==> src/rtl/idu_pkg.sv <==
package idu_pkg;

  localparam int CMD_W       = 32;
  localparam int MODE_LVL_B  = 4;

  typedef enum logic [1:0] {
    OP_ENABLE = 2'd0,
    OP_DEST   = 2'd1,
    OP_MODE   = 2'd2,
    OP_MASK   = 2'd3
  } cmd_op_e;

  typedef enum logic [1:0] {
    SCH_ROTATE = 2'd0,
    SCH_FIXED  = 2'd1
  } scheme_e;

endpackage

==> src/rtl/idu_cfg.sv <==
module idu_cfg #(
  parameter int NUM_IRQ  = 8,
  parameter int NUM_CORE = 4,
  localparam int IRQ_W   = (NUM_IRQ > 1) ? $clog2(NUM_IRQ) : 1
) (
  input  logic                               clk,
  input  logic                               rst_n,
  input  logic                               cmd_valid,
  input  logic [1:0]                         cmd_op,
  input  logic [IRQ_W-1:0]                   cmd_irq,
  input  logic [idu_pkg::CMD_W-1:0]          cmd_data,
  output logic                               enabled,
  output logic [NUM_IRQ-1:0][NUM_CORE-1:0]   dest,
  output logic [NUM_IRQ-1:0]                 rr_mode,
  output logic [NUM_IRQ-1:0]                 level,
  output logic [NUM_IRQ-1:0]                 masked
);
  import idu_pkg::*;

  cmd_op_e op;
  assign op = cmd_op_e'(cmd_op);

  logic unused_data_bits;
  assign unused_data_bits = ^cmd_data;

  always_ff @(posedge clk) begin
    if (!rst_n) begin
      enabled <= 1'b0;
    end else if (cmd_valid && op == OP_ENABLE) begin
      enabled <= 1'b1;
    end
  end

  for (genvar i = 0; i < NUM_IRQ; i++) begin : g_slot
    logic hit;
    assign hit = cmd_valid && (cmd_irq == IRQ_W'(i));

    always_ff @(posedge clk) begin
      if (!rst_n) begin
        dest[i]    <= '0;
        rr_mode[i] <= 1'b1;
        level[i]   <= 1'b0;
        masked[i]  <= 1'b1;
      end else if (hit) begin
        case (op)
          OP_DEST: dest[i] <= cmd_data[NUM_CORE-1:0];
          OP_MODE: begin
            rr_mode[i] <= (scheme_e'(cmd_data[1:0]) == SCH_ROTATE);
            level[i]   <= cmd_data[MODE_LVL_B];
          end
          OP_MASK: masked[i] <= cmd_data[0];
          default: ;
        endcase
      end
    end
  end

endmodule

==> src/rtl/idu_lane.sv <==
module idu_lane #(
  parameter int NUM_CORE = 4,
  localparam int IDX_W   = (NUM_CORE > 1) ? $clog2(NUM_CORE) : 1
) (
  input  logic                clk,
  input  logic                rst_n,
  input  logic                src,
  input  logic                gate,
  input  logic [NUM_CORE-1:0] dest,
  input  logic                rr_mode,
  input  logic                level,
  output logic [NUM_CORE-1:0] lines
);

  function automatic logic [IDX_W-1:0] scan_after(input logic [IDX_W-1:0] from,
                                                  input logic [NUM_CORE-1:0] m);
    logic [IDX_W-1:0] r;
    logic             got;
    r   = from;
    got = 1'b0;
    for (int k = 1; k <= NUM_CORE; k++) begin
      int j;
      j = (int'(from) + k) % NUM_CORE;
      if (!got && m[j]) begin
        r   = IDX_W'(j);
        got = 1'b1;
      end
    end
    return r;
  endfunction

  logic             src_q;
  logic [IDX_W-1:0] last_q;
  logic [IDX_W-1:0] pick;
  logic [IDX_W-1:0] cur;
  logic             rise;
  logic             live;
  logic             served;
  logic [NUM_CORE-1:0] rr_lines;
  logic             active;

  assign rise   = src & ~src_q;
  assign live   = gate & (|dest);
  assign pick   = scan_after(last_q, dest);
  assign served = rise & live & rr_mode;
  assign cur    = served ? pick : last_q;

  assign rr_lines = (NUM_CORE'(1) << cur) & dest;
  assign active   = level ? src : rise;
  assign lines    = (gate && active) ? (rr_mode ? rr_lines : dest) : '0;

  always_ff @(posedge clk) begin
    if (!rst_n) begin
      src_q  <= 1'b0;
      last_q <= IDX_W'(NUM_CORE - 1);
    end else begin
      src_q <= src;
      if (served) last_q <= pick;
    end
  end

endmodule

==> src/rtl/idu_top.sv <==
module idu_top #(
  parameter int NUM_IRQ  = 8,
  parameter int NUM_CORE = 4,
  localparam int IRQ_W   = (NUM_IRQ > 1) ? $clog2(NUM_IRQ) : 1,
  localparam int OUT_W   = NUM_IRQ * NUM_CORE
) (
  input  logic             clk,
  input  logic             rst_n,
  input  logic             cmd_valid,
  output logic             cmd_ready,
  input  logic [1:0]       cmd_op,
  input  logic [IRQ_W-1:0] cmd_irq,
  input  logic [31:0]      cmd_data,
  input  logic [NUM_IRQ-1:0] irq_in,
  output logic [OUT_W-1:0] irq_out
);

  logic                             enabled;
  logic [NUM_IRQ-1:0][NUM_CORE-1:0] dest;
  logic [NUM_IRQ-1:0]               rr_mode;
  logic [NUM_IRQ-1:0]               level;
  logic [NUM_IRQ-1:0]               masked;

  assign cmd_ready = 1'b1;

  idu_cfg #(.NUM_IRQ(NUM_IRQ), .NUM_CORE(NUM_CORE)) u_cfg (
    .clk      (clk),
    .rst_n    (rst_n),
    .cmd_valid(cmd_valid),
    .cmd_op   (cmd_op),
    .cmd_irq  (cmd_irq),
    .cmd_data (cmd_data),
    .enabled  (enabled),
    .dest     (dest),
    .rr_mode  (rr_mode),
    .level    (level),
    .masked   (masked)
  );

  for (genvar i = 0; i < NUM_IRQ; i++) begin : g_lane
    logic [NUM_CORE-1:0] lines;

    idu_lane #(.NUM_CORE(NUM_CORE)) u_lane (
      .clk    (clk),
      .rst_n  (rst_n),
      .src    (irq_in[i]),
      .gate   (enabled & ~masked[i]),
      .dest   (dest[i]),
      .rr_mode(rr_mode[i]),
      .level  (level[i]),
      .lines  (lines)
    );

    for (genvar c = 0; c < NUM_CORE; c++) begin : g_core
      assign irq_out[c*NUM_IRQ + i] = lines[c];
    end
  end

endmodule

==> config.mk <==
export PLATFORM = sky130hd
export DESIGN_NAME = idu_top
export DESIGN_NICKNAME = d
export VERILOG_FILES = /design/src/rtl/idu_pkg.sv /design/src/rtl/idu_cfg.sv /design/src/rtl/idu_lane.sv /design/src/rtl/idu_top.sv
export SDC_FILE = /design/constraint.sdc
export NUM_CORES = 1
export LEC_CHECK = 0
export BUFFER_PORTS_ARGS = -buffer_cell sky130_fd_sc_hd__buf_2
export CAP_MARGIN = 15
export CORE_UTILIZATION = 25
export DETAILED_ROUTE_END_ITERATION = 7
export PLACE_DENSITY = 0.48
export SLEW_MARGIN = 20
export SYNTH_ARGS = -nofsm -noshare
export SYNTH_HDL_FRONTEND = slang
export SYNTH_SLANG_ARGS = --single-unit
export TNS_END_PERCENT = 100
==> constraint.sdc <==
create_clock -name clk -period 6.15 [get_ports clk]
set_clock_uncertainty 0.15 [all_clocks]
set_input_delay 0.615 -clock clk [delete_from_list [all_inputs] [get_ports clk]]
set_output_delay 0.615 -clock clk [all_outputs]
set_load 0.01 [all_outputs]
==> results.md <==
- Area after detailed placement: roughly 5500 um^2
- Cell row count: 52
- Post-synth EDFFs: 0
- Commonest register cell after synthesis: sky130_fd_sc_hd__dfxtp_1
- Worst min-delay path category: flop to flop
- CP Class: flop to output port
- Worst path arrival time: 2.68 ns
- Highest achievable clock rate: 0.290 GHz
- Initial core utilization: 25.5%
- Synthesized instance count: 674
- Ratio of final minimum period to clock period: roughly 56%
- # setup viols final: 0
- Via-per-instance ratio: between 4 and 5
- Worst path buffer plus inverter count: 1
- Total nets after synthesis: 722
- Switching part of the total power: 20.4%
- Cell leakage power: 0.00203 uW
- Async set-reset flop share out of synthesis: 0%
- Worst Hold Margin: ~0.31 ns
- Fraction of the yosys area taken by sequential cells: between 30% and 40%
- Remaining antenna violation count: 0
- Crit end category: output port
- 1st-pass router iterations: 4
- Net total in the final layout: ~740
- Crit-path cells: nand3b_4 > or3b_4 > or2_4 > o41ai_4 > o21ai_1 > and3_1 > buf_2
- Overall fraction of global-route tracks in use: 12.8%
- Number of input and output port buffers inserted: 52
- Pin count of the biggest net entering global routing: 82
- Required arrival time at the worst endpoint: 5.38 ns
- Initial DRC Count: approximately 230
- CTS Hold Buffers Added: 0
- Synth unique cells: 72
- Die Ht: 145 um
- Part of the total power dissipated in combinational logic: under 10%
- Area of the mapped netlist: 5130 um^2
- Cell Int Power: ~1000 uW
- Sequential Power Share: 42.5%
- CTS Root Buffer Type: sky130_fd_sc_hd__clkbuf_16
- Finished layout cell area: slightly below 6000 um^2
- Num ports: between 80 and 90
- Area growth syn-to-layout: 15.4%
- Via count of the first global-routing pass: 4326
- Total design power: 1270 uW
- Floorplan die width: 145 um
- Global placement routability congestion: between 0.7 and 0.8
- PostCTS Resize Cnt: 0
- CTS clk-pin slew, worst paths: about 0.060 ns
- DRC violation count after routing: 0
- Post-detailed-route wirelength per cell: 13.9 um
- TritonCTS Sinks: 81
- Number of pins exceeding their max-slew limit in the final report: 0
- Non-filler instance count after layout: 967
- Psw: 259 uW
- Largest voltage drop on the vdd net: between 0.1 and 0.15 mV
- Number of CTS-inserted buffers: 9
- Die Outline Area: roughly 21000 um^2
- Clock buffer depth: 2
- Overflow left after global routing: 0
- Maximum fanout along the worst path: 9
- Average cell area after synthesis: 7.62 um^2
- Max-cap check violation count: 0
- Clock group share of total power: 53.0%
- Final Critical Period: 3.45 ns
- Final TNS setup: 0 ns
- Worst path top cell family by delay: simple AND/OR/NAND/NOR gates
- Status: finished clean
- TritonCTS clock tree: done
- Detailed placer's ending HPWL: 9270 um
- # H-tree levels: 3
- Power density over the cells: about 210 nW/um^2
- Actual transition at the worst max-transition pin: just under 0.9 ns
- Buffers inserted during post-CTS setup optimization: 0
- Source-to-sink clock delay at the later pin of the worst-skew pair: 0.34 ns
- Ys Warns: 0
- Unrepaired setup endpoints after global routing: false
- Max transition margin: 40.5%
- First-pass GRT wire length: 22100 um
- Maximum cell stage delay along the critical path: slightly below 0.7 ns
- Launching element type of the critical path: flop
- CORE AREA: 20200 um^2
- DR vias: 4764
- Layout cells sized above 1: 12.8%
- Slowest cell on the critical path: sky130_fd_sc_hd__dfxtp_1
- Final-report hold violation count: 0
- Sum of routed wire length over all layers: 13500 um
- Flop and latch count out of synthesis: 81
- Initial antenna violation count: 2
- Number of placed instances, taps included: between 900 and 1000
==> metal layers <==
metal	track usage [%]	vias up	wire [um]
met1	16.6	2238	6540
li1	-	2452	-
met3	2.30	12	361
met2	21.3	62	6400
met5	0	-	0
met4	4.47	0	161
==> worst reg2reg max path: stages (launching register included) <==
cell	delay, ns
sky130_fd_sc_hd__dfxtp_1	0.68
sky130_fd_sc_hd__nand3b_2	0.15
sky130_fd_sc_hd__or3b_4	0.40
sky130_fd_sc_hd__or4_4	0.52
sky130_fd_sc_hd__a2111oi_4	0.32
sky130_fd_sc_hd__o21ai_1	0.12
==> cell type report <==
class | count | area [um^2]
Tap cell | 270 | 338
Timing Repair Buffer | 54 | 275
Fill cell | 2232 | 14200
Clock inverter | 5 | 125
Inverter | 27 | 101
Antenna cell | 1 | 2.50
Clock buffer | 11 | 253
Multi-Input combinational cell | 518 | 3210
Sequential cell | 81 | 1620
==> placed cells by master (no fill, tap or decap), types with 3 or more instances in the layout <==
cell and instances:
sky130_fd_sc_hd__bufinv_16 4, sky130_fd_sc_hd__buf_2 52, sky130_fd_sc_hd__a211oi_1 5, sky130_fd_sc_hd__dfxtp_1 81, sky130_fd_sc_hd__nand2b_1 22, sky130_fd_sc_hd__o311ai_0 8, sky130_fd_sc_hd__clkbuf_16 9, sky130_fd_sc_hd__and3_1 7
sky130_fd_sc_hd__nand2_1 105, sky130_fd_sc_hd__o31ai_1 3, sky130_fd_sc_hd__a31oi_1 13, sky130_fd_sc_hd__a22oi_1 3, sky130_fd_sc_hd__or2_2 3, sky130_fd_sc_hd__a2111oi_2 4, sky130_fd_sc_hd__a21oi_1 46, sky130_fd_sc_hd__nor2b_1 26
sky130_fd_sc_hd__and2_1 10, sky130_fd_sc_hd__o32a_1 3, sky130_fd_sc_hd__nor4bb_1 9, sky130_fd_sc_hd__o21ai_1 6, sky130_fd_sc_hd__nor4b_1 3, sky130_fd_sc_hd__nor2_1 34, sky130_fd_sc_hd__o21a_1 3, sky130_fd_sc_hd__o211ai_1 9
sky130_fd_sc_hd__nand4b_1 3, sky130_fd_sc_hd__a21boi_0 28, sky130_fd_sc_hd__o21ai_0 37, sky130_fd_sc_hd__o22ai_1 3, sky130_fd_sc_hd__nor3_1 6, sky130_fd_sc_hd__nor3b_1 10, sky130_fd_sc_hd__or3_1 3, sky130_fd_sc_hd__inv_1 27
sky130_fd_sc_hd__mux2i_1 24, sky130_fd_sc_hd__nand3_1 30, sky130_fd_sc_hd__nand3b_1 9
==> power groups by stage <==
stage	Sequential, uW	Clock (uW)	Combinational [uW]
after floorplan	546	0	39.7
after global placement	551	0	58.2
after detailed placement	551	0	58.5
after CTS	540	689	58.6
after global routing	540	708	63.2
final	540	672	57.5
==> stage by stage <==
stage	util, %	setup WS (ns)
3_5_place_dp	27.5	3.03
3_3_place_gp	27.5	3.02
2_1_floorplan	-	3.36
6_report	29.4	2.70
4_1_cts	29.4	2.65
5_1_grt	29.4	2.46
==> path summary, 6_finish.rpt <==
kind / startpoint / end / slack (ns) / cells after the start
max: u_cfg.enabled$_SDFFE_PN0P_ / irq_out[11] / 2.70 / 7
min: u_cfg.level[2]$_SDFFE_PN0P_ / u_cfg.level[2]$_SDFFE_PN0P_ / 0.31 / 2
max reg2reg: u_cfg.enabled$_SDFFE_PN0P_ / g_lane[2].u_lane.last_q[0]$_SDFF_PN1_ / 3.65 / 5
min reg2reg: u_cfg.level[2]$_SDFFE_PN0P_ / u_cfg.level[2]$_SDFFE_PN0P_ / 0.31 / 2
==> kinds of logic (layout without fill, tap and decap cells) <==
| kind of cell | Yosys count | in the layout | share of synthesized area [%] |
|---|---|---|---|
| and+or+nand+nor | 296 | 296 | 30.9 |
| AOI/OAI and AO/OA | 196 | 196 | 26.7 |
| DFF | 81 | 81 | 31.6 |
| buffers and inverters | 75 | 97 | 5.97 |
| muxes | 24 | 24 | 4.68 |
| other | 1 | 2 | 0.0730 |
| xor gates and xnor gates | 1 | 1 | 0.171 |
==> synthesized netlist by cell type (all sizes together), types with 3 or more instances <==
master     n  share of area, %
o41ai      3               1.0
nor4b      3              0.51
o22ai      3              0.37
nor2b     26               3.2
buf       10               1.1
mux2i     24               4.7
or2        4              0.54
clkbuf    38               2.9
o21a       3              0.44
a31oi     13               1.6
nand3b    11               1.9
nand2b    22               2.7
o311ai    11               2.0
and2      10               1.2
a22oi      3              0.44
o211ai     9               1.3
nor3b     10               1.5
a211oi     5              0.73
nand4b     3              0.51
o32a       3              0.58
or3        3              0.37
nand2    105               7.7
a21boi    28               4.1
o31ai      3              0.44
nor2      35               2.6
dfxtp     81                32
nor4bb     9               1.8
inv       27               2.0
o21ai     43               4.2
nor3       6              0.58
nand3     30               2.9
a2111oi    5               1.7
a21oi     46               4.5
and3       7              0.85
==> flip-flops by register name, indices dropped and copies added (netlist names) <==
signal / cells
g_lane.u_lane.last_q: 16
u_cfg.dest: 32
u_cfg.level: 8
u_cfg.masked: 8
g_lane.u_lane.src_q: 8
u_cfg.rr_mode: 8
u_cfg.enabled: 1
Note: power is estimated with default switching activity, not from simulation.
